--- config.mk ---
export PLATFORM = sky130hd
export DESIGN_NAME = addpd_top
export DESIGN_NICKNAME = d
export VERILOG_FILES = /design/src/rtl/addpd_pkg.sv /design/src/rtl/addpd_ea_decode.sv /design/src/rtl/addpd_field_decode.sv /design/src/rtl/addpd_validator.sv /design/src/rtl/addpd_top.sv
export SDC_FILE = /design/constraint.sdc
export NUM_CORES = 1
export LEC_CHECK = 0
export BUFFER_PORTS_ARGS = -buffer_cell sky130_fd_sc_hd__buf_2
export CAP_MARGIN = 20
export CORE_MARGIN = 8
export CORE_UTILIZATION = 55
export CTS_CLUSTER_SIZE = 25
export DETAILED_ROUTE_END_ITERATION = 8
export PLACE_DENSITY = 0.81
export SKIP_LAST_GASP = 1
export SYNTH_ARGS = -nofsm -noshare
export SYNTH_HDL_FRONTEND = slang
export SYNTH_HIERARCHICAL = 1
export SYNTH_SLANG_ARGS = --single-unit
export TNS_END_PERCENT = 1
--- constraint.sdc ---
create_clock -name clk_i -period 1.9 [get_ports clk_i]
set_input_delay 0.19 -clock clk_i [delete_from_list [all_inputs] [get_ports clk_i]]
set_output_delay 0.19 -clock clk_i [all_outputs]
set_load 0.02 [all_outputs]
--- src/rtl/addpd_pkg.sv ---
package addpd_pkg;
  localparam int OPC_W  = 16;
  localparam int REG_W  = 3;
  localparam int MODE_W = 4;

  typedef enum logic [MODE_W-1:0] {
    EA_DN       = 4'd0,
    EA_AN       = 4'd1,
    EA_IND      = 4'd2,
    EA_POSTINC  = 4'd3,
    EA_PREDEC   = 4'd4,
    EA_DISP     = 4'd5,
    EA_INDEX    = 4'd6,
    EA_ABS_W    = 4'd7,
    EA_ABS_L    = 4'd8,
    EA_PC_DISP  = 4'd9,
    EA_PC_INDEX = 4'd10,
    EA_IMM      = 4'd11,
    EA_NONE     = 4'd15
  } ea_mode_e;

  typedef enum logic [2:0] {
    OP_NONE = 3'd0,
    OP_ADD  = 3'd1,
    OP_ADDX = 3'd2,
    OP_NBCD = 3'd3,
    OP_ADDI = 3'd4
  } op_e;

  typedef enum logic [1:0] {
    SZ_B = 2'd0,
    SZ_W = 2'd1,
    SZ_L = 2'd2,
    SZ_X = 2'd3
  } size_e;

  typedef enum logic [1:0] {
    SEL_LINE = 2'd0,
    SEL_NBCD = 2'd1,
    SEL_ADDI = 2'd2,
    SEL_RSVD = 2'd3
  } sel_e;

  typedef struct packed {
    op_e              op;
    size_e            size;
    ea_mode_e         src_mode;
    logic [REG_W-1:0] src_reg;
    ea_mode_e         dst_mode;
    logic [REG_W-1:0] dst_reg;
    logic             unhandled;
  } dec_t;
endpackage

--- src/rtl/addpd_ea_decode.sv ---
module addpd_ea_decode
  import addpd_pkg::*;
(
  input  logic [2:0]       mode_i,
  input  logic [REG_W-1:0] reg_i,
  output ea_mode_e         ea_o
);
  always_comb begin
    if (mode_i != 3'd7) begin
      ea_o = ea_mode_e'({1'b0, mode_i});
    end else begin
      case (reg_i)
        3'd0:    ea_o = EA_ABS_W;
        3'd1:    ea_o = EA_ABS_L;
        3'd2:    ea_o = EA_PC_DISP;
        3'd3:    ea_o = EA_PC_INDEX;
        3'd4:    ea_o = EA_IMM;
        default: ea_o = EA_NONE;  // reserved extended codes
      endcase
    end
  end
endmodule

--- src/rtl/addpd_field_decode.sv ---
module addpd_field_decode
  import addpd_pkg::*;
(
  input  logic [OPC_W-1:0] opcode_i,
  input  sel_e             sel_i,
  input  ea_mode_e         ea_i,
  output dec_t             dec_o
);
  logic is_line_d;
  logic is_addx;
  logic size_bad;

  assign is_line_d = (opcode_i[15:12] == 4'hD);
  assign size_bad  = (opcode_i[7:6] == 2'b11);
  // ADDX pattern beats the generic size decode
  assign is_addx   = opcode_i[8] && (opcode_i[5:4] == 2'b00) && !size_bad;

  always_comb begin
    dec_o = '0;
    if (sel_i == SEL_NBCD || sel_i == SEL_ADDI) begin
      dec_o.op       = (sel_i == SEL_NBCD) ? OP_NBCD : OP_ADDI;
      dec_o.src_mode = EA_NONE;
      dec_o.dst_mode = ea_i;
      dec_o.dst_reg  = opcode_i[2:0];
    end else if (!is_line_d) begin
      dec_o.unhandled = 1'b1;
    end else if (is_addx) begin
      dec_o.op       = OP_ADDX;
      dec_o.size     = size_e'(opcode_i[7:6]);
      dec_o.src_mode = opcode_i[3] ? EA_PREDEC : EA_DN;
      dec_o.dst_mode = opcode_i[3] ? EA_PREDEC : EA_DN;
      dec_o.src_reg  = opcode_i[2:0];
      dec_o.dst_reg  = opcode_i[11:9];
    end else if (size_bad) begin
      dec_o.unhandled = 1'b1;
    end else begin
      dec_o.op   = OP_ADD;
      dec_o.size = size_e'(opcode_i[7:6]);
      if (!opcode_i[8]) begin
        dec_o.src_mode = ea_i;
        dec_o.src_reg  = opcode_i[2:0];
        dec_o.dst_mode = EA_DN;
        dec_o.dst_reg  = opcode_i[11:9];
      end else begin
        dec_o.src_mode = EA_DN;
        dec_o.src_reg  = opcode_i[11:9];
        dec_o.dst_mode = ea_i;
        dec_o.dst_reg  = opcode_i[2:0];
      end
    end
  end
endmodule

--- src/rtl/addpd_validator.sv ---
module addpd_validator
  import addpd_pkg::*;
(
  input  dec_t dec_i,
  output logic illegal_o
);
  function automatic logic dest_bad(ea_mode_e m);
    return (m == EA_IMM) || (m == EA_PC_DISP) || (m == EA_PC_INDEX) || (m == EA_NONE);
  endfunction

  function automatic logic single_bad(ea_mode_e m);
    return dest_bad(m) || (m == EA_AN);
  endfunction

  always_comb begin
    case (dec_i.op)
      OP_ADD:  illegal_o = (dec_i.src_mode == EA_NONE)
                        || (dec_i.src_mode == EA_AN && dec_i.size == SZ_B)
                        || dest_bad(dec_i.dst_mode);
      OP_NBCD,
      OP_ADDI: illegal_o = single_bad(dec_i.dst_mode);
      default: illegal_o = 1'b0;
    endcase
  end
endmodule

--- src/rtl/addpd_top.sv ---
module addpd_top
  import addpd_pkg::*;
(
  input  logic                 clk_i,
  input  logic                 rst_ni,
  input  logic                 valid_i,
  input  logic [1:0]           sel_i,
  input  logic [OPC_W-1:0]     opcode_i,
  output logic                 valid_o,
  output logic [2:0]           op_o,
  output logic [1:0]           size_o,
  output logic [MODE_W-1:0]    src_mode_o,
  output logic [REG_W-1:0]     src_reg_o,
  output logic [MODE_W-1:0]    dst_mode_o,
  output logic [REG_W-1:0]     dst_reg_o,
  output logic                 illegal_o,
  output logic                 unhandled_o
);
  ea_mode_e ea;
  dec_t     dec;
  logic     illegal;
  dec_t     dec_q;
  logic     illegal_q;
  logic     valid_q;

  addpd_ea_decode u_ea (
    .mode_i (opcode_i[5:3]),
    .reg_i  (opcode_i[2:0]),
    .ea_o   (ea)
  );

  addpd_field_decode u_fields (
    .opcode_i (opcode_i),
    .sel_i    (sel_e'(sel_i)),
    .ea_i     (ea),
    .dec_o    (dec)
  );

  addpd_validator u_val (
    .dec_i     (dec),
    .illegal_o (illegal)
  );

  always_ff @(posedge clk_i or negedge rst_ni) begin
    if (!rst_ni) begin
      valid_q   <= 1'b0;
      dec_q     <= '0;
      illegal_q <= 1'b0;
    end else begin
      valid_q <= valid_i;
      if (valid_i) begin
        dec_q     <= dec;
        illegal_q <= illegal;
      end
    end
  end

  assign valid_o     = valid_q;
  assign op_o        = dec_q.op;
  assign size_o      = dec_q.size;
  assign src_mode_o  = dec_q.src_mode;
  assign src_reg_o   = dec_q.src_reg;
  assign dst_mode_o  = dec_q.dst_mode;
  assign dst_reg_o   = dec_q.dst_reg;
  assign illegal_o   = illegal_q;
  assign unhandled_o = dec_q.unhandled;


  latency_chk: assert property (@(posedge clk_i) disable iff (!rst_ni)
    valid_i |=> valid_o);

  idle_chk: assert property (@(posedge clk_i) disable iff (!rst_ni)
    !valid_i |=> !valid_o && $stable({op_o, size_o, src_mode_o, src_reg_o,
                                      dst_mode_o, dst_reg_o, illegal_o, unhandled_o}));

  addx_pair_chk: assert property (@(posedge clk_i) disable iff (!rst_ni)
    valid_o && op_o == OP_ADDX |-> src_mode_o == dst_mode_o
      && (src_mode_o == EA_DN || src_mode_o == EA_PREDEC) && !illegal_o);

  none_flag_chk: assert property (@(posedge clk_i) disable iff (!rst_ni)
    valid_o && dst_mode_o == EA_NONE && op_o != OP_NONE |-> illegal_o);

  an_wide_chk: assert property (@(posedge clk_i) disable iff (!rst_ni)
    valid_o && op_o == OP_ADD && src_mode_o == EA_AN && size_o != SZ_B
      && dst_mode_o == EA_DN |-> !illegal_o);

  excl_chk: assert property (@(posedge clk_i) disable iff (!rst_ni)
    valid_o && unhandled_o |-> !illegal_o && op_o == OP_NONE);
endmodule

# Word level (Yosys, flattened, before mapping)
# Cells that the tools add are included.
[totals]
reg_bits = 22
inputBits = 21
out_inout_bits = 22
word_cells = 61
[op_classes]
eq_ne = 19
mux = 18
reduce_logical = 15
[ops]
columns = ["operator", "count"]
rows = [
  ["two-way mux 19 bit", 2],
  ["== test 4 bit (second input constant)", 6],
  ["case mux 4 bit (5 select lines)", 1],
  ["two-way mux 17 bit", 1],
  ["two-way mux 14 bit", 1],
  ["two-way mux 3 bit", 4],
  ["== test 3 x 2 -> 1 bit (second input constant)", 3],
  ["== test 4 x 1 -> 1 bit (second input constant)", 2],
  ["two-way mux 4 bit", 2],
  ["logical OR 1 bit", 7],
  ["two-way mux 7 bit", 1],
  ["== test 3 x 1 -> 1 bit (second input constant)", 2],
  ["== test 3 bit (second input constant)", 2],
  ["== test 2 bit (second input constant)", 2],
  ["logical NOT 2 bit", 2],
  ["two-way mux 1 bit", 4],
  ["logical AND 1 bit", 3],
  ["logical NOT 3 bit", 1],
  ["!= test 3 bit (second input constant)", 1],
  ["== test 2 x 1 -> 1 bit (second input constant)", 1],
  ["two-way mux 2 bit", 1],
  ["case mux 1 bit (2 select lines)", 1],
  ["OR reduction 2 bit", 1],
  ["logical NOT 1 bit", 1],
]

# Logic depth before layout (Yosys ltp)
# Gate-level depths: netlist of the first run.
[depth]
depth_word = 14
mapped_depth = 10
depth_no_buf = 10

# Cells and area by module
# The synthesis of the first run kept the hierarchy.
[modules_own_cells]
columns = ["module", "n_inst", "cells_each", "area_per_inst_um2", "seq_area_each_um2"]
rows = [
  ["addpd_top", 1, 45, 884.6, 550.5],
  ["addpd_field_decode", 1, 48, 365.4, 0.0],
  ["addpd_validator", 1, 14, 123.9, 0.0],
  ["addpd_ea_decode", 1, 11, 67.6, 0.0],
]

# Worst setup path before layout of the first run
# No wires, ideal clock.
[synth_path]
path_kind = "input -> register"
startpoint = "input port opcode_i[1]"
endpoint = "register illegal_q, in the netlist illegal_o"
setup_ns = 0.125
t_arrival_ns = 2.180
t_required_ns = 1.775
setup_slack_ns = -0.405
cell_stages = 9
n_path_buf = 0
path_cell_list = "or3_1 a41oi_1 mux2_2 a32o_1 inv_1 maj3_2 a221oi_2 o21ai_2 mux2_4"
[synth_rtl]
columns = ["element", "line_no", "rtl"]
rows = [
  ["start, declared", "addpd_top.sv:8", "input logic [OPC_W-1:0] opcode_i,"],
  ["end signal, assigned", "addpd_top.sv:53", "illegal_q <= illegal;"],
  ["end, declared", "addpd_top.sv:23", "logic illegal_q;"],
]

==> results of run 1 <==
## through the flow
step | setup WS, ns | std cells | setup TNS (ns)
after global placement | -0.368 | 221 | -0.368
final | -0.134 | 226 | -0.134
after detailed placement | -0.463 | 221 | -0.484
after CTS | -0.127 | 226 | -0.127
after floorplan | -0.214 | 118 | -0.214
after global routing | -0.209 | 226 | -0.209
## flip-flops by register name, summed over array words and instances (netlist names)
| name | flops |
|---|---|
| dst_mode_o | 4 |
| dst_reg_o | 3 |
| illegal_o | 1 |
| op_o | 3 |
| size_o | 2 |
| src_mode_o | 4 |
| src_reg_o | 3 |
| unhandled_o | 1 |
| valid_o | 1 |
## routing by layer
metal / track usage (%) / vias to the layer above
li1: - / 590
met1: 18.7 / 613
met2: 34.6 / 46
met3: 4.30 / 12
met4: 8.62 / 0
met5: 0 / -
## synth_stat cells (all sizes together) (2+ instances only)
cell type / count
a21oi: 2
a31oi: 3
a32o: 4
and2: 4
buf: 2
dfrtp: 22
ha: 2
inv: 10
mux2: 22
mux2i: 3
nand2: 4
nand2b: 2
nand3: 2
nor2: 4
nor2b: 3
nor3b: 4
o21ai: 9
o31ai: 2
or3: 2
## what timing repair did
action	in CTS	in global routing
pin swaps	0	0
endpoints found under the setup margin	1	1
hold buffers	1	0
gates resized for setup	0	1
setup buffers	0	0
endpoints found under the hold margin	22	0
## critical path: stages
cell and delay (ns):
buf_2 0.13, or3_4 0.40, a41oi_2 0.17, mux2_4 0.18
a32o_2 0.21, inv_1 0.06, maj3_2 0.31, a221oi_2 0.27
o21ai_2 0.07, mux2_4 0.25
## final cells by class
cell class	count	share of cell area [%]
repair buffers	76	23.4
flip-flops and latches	22	27.6
multi-input cells	84	43.4
well taps	30	1.88
clock buffers	4	1.82
inverters	10	1.88
## power by group through the flow
stage	registers [mW]	logic (mW)	clock network, mW
floorplan	0.590	0.187	0
CTS	0.532	0.425	0.264
finish	0.531	0.424	0.256
global route	0.536	0.455	0.284
global placement	0.537	0.402	0
detailed placement	0.540	0.421	0
## cells by family (layout without fill, tap and decap cells)
family / Yosys count / after routing / share of synthesized area (%)
AOI/OAI and AO/OA: 23 / 23 / 13.1
DFF: 22 / 22 / 38.2
xor gates and xnor gates: 1 / 1 / 0.608
adders and majority gates: 3 / 3 / 2.52
buffers and inverters: 12 / 90 / 4.17
muxes: 25 / 25 / 24.5
and+or+nand+nor: 32 / 32 / 16.9
## how the worst max path moves through the flow
stage	from	to	slack, ns	cells past startpoint
floorplan	opcode_i[1]	illegal_o	-0.21	9
global placement	opcode_i[1]	illegal_o	-0.37	10
detailed placement	opcode_i[1]	illegal_o	-0.46	10
CTS	opcode_i[1]	illegal_o	-0.13	10
global route	opcode_i[1]	illegal_o	-0.21	11
finish	opcode_i[1]	illegal_o	-0.13	10
==> metrics.md, run 1 <==
| Metric | Value |
|---|---|
| Status | `finished with violations` |
| Failing checks | `negative setup slack` |
| Number of clock buffers inserted by TritonCTS | `3` |
| Remaining global-route overflow | `0` |
| Vias in the first global route | `1,451` |
| Final worst slack | `-0.134 ns` |
| Most used DFF post-synth | `dfrtp_1` |
| Arrival time at the worst endpoint | `2.23 ns` |
| Yosys cell types | `39` |
| Post-route ant nets | `0` |
| Startpoint Class | `input port` |
| Met3 WL | `231 microns` |
| CTS tree | `built` |
| Power per cell area | `607 nW/um^2` |
| Share of cells above drive strength 1 | `62.2%` |
| Die Height | `67.2 microns` |
| Syn-to-layout area delta | `38.5%` |
| Core Util, Final | `80.6%` |
| Slew @ Worst Pin | `0.506 ns` |
| Seq. cell area | `551 sq um` |
| Antenna cell count | `0` |
| Largest net degree at the start of global routing | `23` |
| Final Hold Fails | `0` |
| Worst slew margin | `66.3%` |
| Drt initial violations | `27` |
| Initial Utilization | `58.2%` |
| GRT Overall Usage | `18.4%` |
| Clk network pwr share | `21.2%` |
| Mean post-synth cell area | `12.2 sq um` |
| Ys async rst share | `100%` |
| Post-detailed-placement half-perimeter wirelength | `3150 microns` |
| CP Max Fanout | `5` |
| Synth Instances | `118` |
| Post-Route WL | `3960 microns` |
| Max Root-Sink Buffers | `2` |
| Period Utilization, post-route | `107%` |
| Post-DR wirelength/cell | `17.5 microns` |
| Routability cong. | `0.841` |
| Final setup viols | `1` |
| Leakage | `1.06 nW` |
| HP Start | `opcode_i[11]` |
| Clock transition at the registers of the reported paths | `0.12 ns` |
| Sw frac | `31.1%` |
| Final-report max-slew violation count | `0` |
| Met2 wire length | `2160 microns` |
| Vias | `1,261` |
| CP Class | `in2reg` |
| FMAX | `492 MHz` |
| Worst endpoint required time | `2.10 ns` |
| Dominant cells by area after synthesis | `dfrtp_1 (38%), mux2_4 (21%), a32o_1 (2.8%)` |
| Die area | `4510 sq um` |
| Worst r2r src | `dst_mode_o[2]` |
| Layout fillers | `166` |
| P_sw | `0.376 mW` |
| Combinational power share | `35.0%` |
| Die Wd | `67.2 microns` |
| DR pass1 iterations | `4` |
| Port bufs | `42` |
| Clock Latency Late Sink | `0.30 ns` |
| WHS | `0.271 ns` |
| Commonest non-fill, non-tap cell in the layout | `buf_2` |
| H-tree lvl count | `1` |
| Rows | `18` |
| Mapped Nets | `141` |
| RR Endpoint | `dst_mode_o[2]` |
| Cell taking the most area after synthesis | `dfrtp_1` |
| Drt drc | `0` |
| Mapped cell area | `1440 sq um` |
| Io pins | `43` |
| RSZ-0062 raised after global routing | `yes` |
| Core region area | `2480 sq um` |
| First-pass GRT wire length | `6500 microns` |
| Clock root cell | `clkbuf_4` |
| Met1 WL | `1460 microns` |
| Hold Crit Depth | `3` |
| Final Cell Area | `2000 sq um` |
| Share of the synthesized area in the top cell type | `38.2%` |
| Period minus WS final | `2.03 ns` |
| CTS Sinks | `22` |
| Yosys reg bits | `22` |
| Worst Skew | `0 ns` |
| Worst VDD drop | `462 uV` |
| Sequential share of power | `43.8%` |
| Multi-input logic area | `866 sq um` |
| Final Power | `1.21 mW` |
| Critical Path End Type | `register` |
| Placed Instance Area | `1940 sq um` |
| Sequential area share after synthesis | `38.2%` |
| Hold crit path type | `in2reg` |
| Post-synth EDFFs | `0` |
| Syn. warnings | `6` |
| Initial antenna violation count | `0` |
| # Max-Cap Violations | `0` |
| Highest layer used for signal routing | `met4` |
| Commonest non-fill, non-tap cells in the layout | `buf_2 (42), buf_4 (33), dfrtp_1 (22), mux2_4 (21), inv_1 (9)` |
| Cell Int Power | `0.835 mW` |
| R2R setup slack | `1.10 ns` |
| Vias per cell | `5.58` |
| Nets | `220` |
| Worst R2R Path Depth | `1` |
| Hold Path Sink | `dst_reg_o[2]` |
No activity file was read; power rests on OpenSTA's default activity.
==> inputs of run 2 (changes only) <==
--- a/config.mk
+++ b/config.mk
@@ -7,11 +7,13 @@
 export LEC_CHECK = 0
 export BUFFER_PORTS_ARGS = -buffer_cell sky130_fd_sc_hd__buf_2
 export CAP_MARGIN = 20
-export CORE_MARGIN = 8
+export CORE_ASPECT_RATIO = 1.2
+export CORE_MARGIN = 1.5
 export CORE_UTILIZATION = 55
 export CTS_CLUSTER_SIZE = 25
 export DETAILED_ROUTE_END_ITERATION = 8
 export PLACE_DENSITY = 0.81
+export REMOVE_ABC_BUFFERS = 1
 export SKIP_LAST_GASP = 1
 export SYNTH_ARGS = -nofsm -noshare
 export SYNTH_HDL_FRONTEND = slang
==> run 2 against run 1 <==
Net effect:
- the flow still finishes with violations (negative setup slack)
- worst setup slack gained 0.043 ns
- count of clock-buffer cells in the layout shrank 1
- non-clock buffer count grew 2
- sequential power is essentially flat
- critical path depth is the same
- hold slack gained 0.019 ns
- critical path type unchanged
- clock skew is the same
- largest power group unchanged
- utilization grew 1.7 points
- first-iteration DRC count grew 140%
- register-to-register slack gained 0.02 ns
==> metrics.md, run 2 (synthesized netlist as in run 1, its figures left out) <==
| Metric | Value |
|---|---|
| HP Start | `opcode_i[10] (was opcode_i[11])` |
| Core Util, Final | `82.3% (was 80.6%)` |
| # Max-Cap Violations | `0 (unchanged)` |
| Initial antenna violation count | `0 (unchanged)` |
| Worst r2r src | `dst_mode_o[2] (unchanged)` |
| CP Class | `in2reg (unchanged)` |
| Period minus WS final | `1.99 ns (was 2.03 ns)` |
| Final Hold Fails | `0 (unchanged)` |
| Worst setup path startpoint | `opcode_i[1] (unchanged)` |
| Clock transition at the registers of the reported paths | `0.12 ns (about the same)` |
| Final setup viols | `1 (unchanged)` |
| Worst endpoint required time | `2.11 ns (was 2.10 ns)` |
| Post-Route WL | `3850 microns (was 3960 microns)` |
| Startpoint Class | `input port (unchanged)` |
| Failing checks | `negative setup slack (unchanged)` |
| Port bufs | `42 (unchanged)` |
| Die Wd | `49.7 microns (was 67.2 microns)` |
| Clock Latency Late Sink | `0.31 ns (was 0.30 ns)` |
| H-tree lvl count | `1 (unchanged)` |
| Slew @ Worst Pin | `0.676 ns (was 0.506 ns)` |
| Nets | `222 (was 220)` |
| Post-route ant nets | `0 (unchanged)` |
| Largest net degree at the start of global routing | `23 (unchanged)` |
| Drt initial violations | `64 (was 27)` |
| Syn-to-layout area delta | `42.9% (was 38.5%)` |
| Initial Utilization | `57.6% (was 58.2%)` |
| Post-detailed-placement half-perimeter wirelength | `2570 microns (was 3150 microns)` |
| WHS | `0.290 ns (was 0.271 ns)` |
| Antenna cell count | `0 (unchanged)` |
| Met3 usage in global routing | `4.04% (was 4.30%)` |
| Routability cong. | `0.882 (was 0.841)` |
| Power per cell area | `579 nW/um^2 (was 607 nW/um^2)` |
| Rows | `20 (was 18)` |
| Post-DR wirelength/cell | `16.7 microns (was 17.5 microns)` |
| Number of clock buffers inserted by TritonCTS | `3 (unchanged)` |
| Worst VDD drop | `477 uV (was 462 uV)` |
| Core region area | `2500 sq um (was 2480 sq um)` |
| Met1 usage | `32.1% (was 18.7%)` |
| Die Height | `59.1 microns (was 67.2 microns)` |
| Pre-CTS WS | `-0.527 ns (was -0.463 ns)` |
| Critical Path End Type | `register (unchanged)` |
| Layout fillers | `152 (was 166)` |
| Clock root cell | `clkbuf_4 (unchanged)` |
| RSZ-0062 raised after global routing | `yes (unchanged)` |
| Gr busiest metal | `met2 (unchanged)` |
| Max Root-Sink Buffers | `2 (unchanged)` |
| Period Utilization, post-route | `105% (was 107%)` |
| Status | `finished with violations (unchanged)` |
| First-pass GRT wire length | `6120 microns (was 6500 microns)` |
| Final worst slack | `-0.0911 ns (was -0.134 ns)` |
| Remaining global-route overflow | `0 (unchanged)` |
| Final Power | `1.19 mW (was 1.21 mW)` |
| Leakage | `1.08 nW (was 1.06 nW)` |
| FMAX | `502 MHz (was 492 MHz)` |
| Drt drc | `0 (unchanged)` |
| Die area | `2940 sq um (was 4510 sq um)` |
| Hold crit path type | `in2reg (unchanged)` |
| DR pass1 iterations | `4 (unchanged)` |
| Commonest non-fill, non-tap cells in the layout | `buf_2 (39), buf_4 (33), dfrtp_1 (22), mux2_4 (21), inv_1 (9) (was buf_2 (42), buf_4 (33), dfrtp_1 (22), mux2_4 (21), inv_1 (9))` |
| GR Util met2 | `50.3% (was 34.6%)` |
| CTS tree | `built (unchanged)` |
| Commonest non-fill, non-tap cell in the layout | `buf_2 (unchanged)` |
| Final-report max-slew violation count | `0 (unchanged)` |
| Vias | `1,279 (was 1,261)` |
| Vias in the first global route | `1,332 (was 1,451)` |
| CTS Sinks | `22 (unchanged)` |
| Worst slew margin | `55.0% (was 66.3%)` |
| Vias per cell | `5.56 (was 5.58)` |
| Arrival time at the worst endpoint | `2.20 ns (was 2.23 ns)` |
| Worst Skew | `0 ns (unchanged)` |
| Share of cells above drive strength 1 | `63.5% (was 62.2%)` |
| CP Max Fanout | `4 (was 5)` |
| GRT Overall Usage | `27.9% (was 18.4%)` |
| Io pins | `43 (unchanged)` |
-- run 2: cell count changes in the layout (fill, tap and decap cells not counted), sizes merged --
cell / delta
buf: +2
clkbuf: -1
-- run 2: per-layer routing --
metal | share of wire (%) | vias up
met5 | 0 | -
met4 | 3.2 | 0
met3 | 5.0 | 17
met2 | 53 | 53
met1 | 39 | 616
li1 | - | 593
-- run 2: stage by stage --
| step | std cells | cell area, sq um | TNS, ns |
|---|---|---|---|
| 2_1_floorplan | 116 | 1420 | -0.405 |
| 3_3_place_gp | 224 | 1920 | -0.513 |
| 3_5_place_dp | 224 | 1920 | -0.629 |
| 4_1_cts | 230 | 2030 | -0.0349 |
| 5_1_grt | 230 | 2060 | -0.122 |
| 6_report | 230 | 2060 | -0.0911 |
-- run 2: path summary, 6_finish.rpt --
path	end	slack, ns	cells past startpoint
min reg2reg	dst_mode_o[0]	0.52	1
min in group asynchronous	op_o[2]	0.36	2
max reg2reg	dst_mode_o[2]	1.12	1
max	illegal_o	-0.09	10
max in group asynchronous	unhandled_o	1.21	2
min	dst_reg_o[1]	0.29	3
-- run 2: critical path, stage by stage --
cell      delay (ns)
buf_6           0.11
or3_4           0.40
a41oi_4         0.21
mux2_4          0.19
a32o_2          0.17
inv_1           0.05
maj3_2          0.29
a221oi_2        0.27
o21ai_2         0.07
mux2_4          0.25
-- run 2: power breakdown --
part	switching [mW]	internal, mW
Clock	0.142	0.0743
Sequential	0.0218	0.509
Combinational	0.223	0.224
-- run 2: timing repair --
| action | in CTS | in global routing |
|---|---|---|
| endpoints found under the hold margin | 22 | 0 |
| pin swaps | 9 | 7 |
| setup endpoints to repair | 1 | 1 |
| buffers inserted | 2 | 0 |
| gates cloned | 0 | 0 |
| resized for setup | 16 | 5 |
| hold buffers | 1 | 0 |
-- run 2: layout make-up --
| cell class | count | area [sq um] | area share, % |
|---|---|---|---|
| multi-input cells | 84 | 891 | 43.3 |
| flip-flops and latches | 22 | 551 | 26.7 |
| clock buffers | 3 | 22.5 | 1.09 |
| repair buffers | 78 | 517 | 25.1 |
| well taps | 33 | 41.3 | 2.00 |
| inverters | 10 | 37.5 | 1.82 |
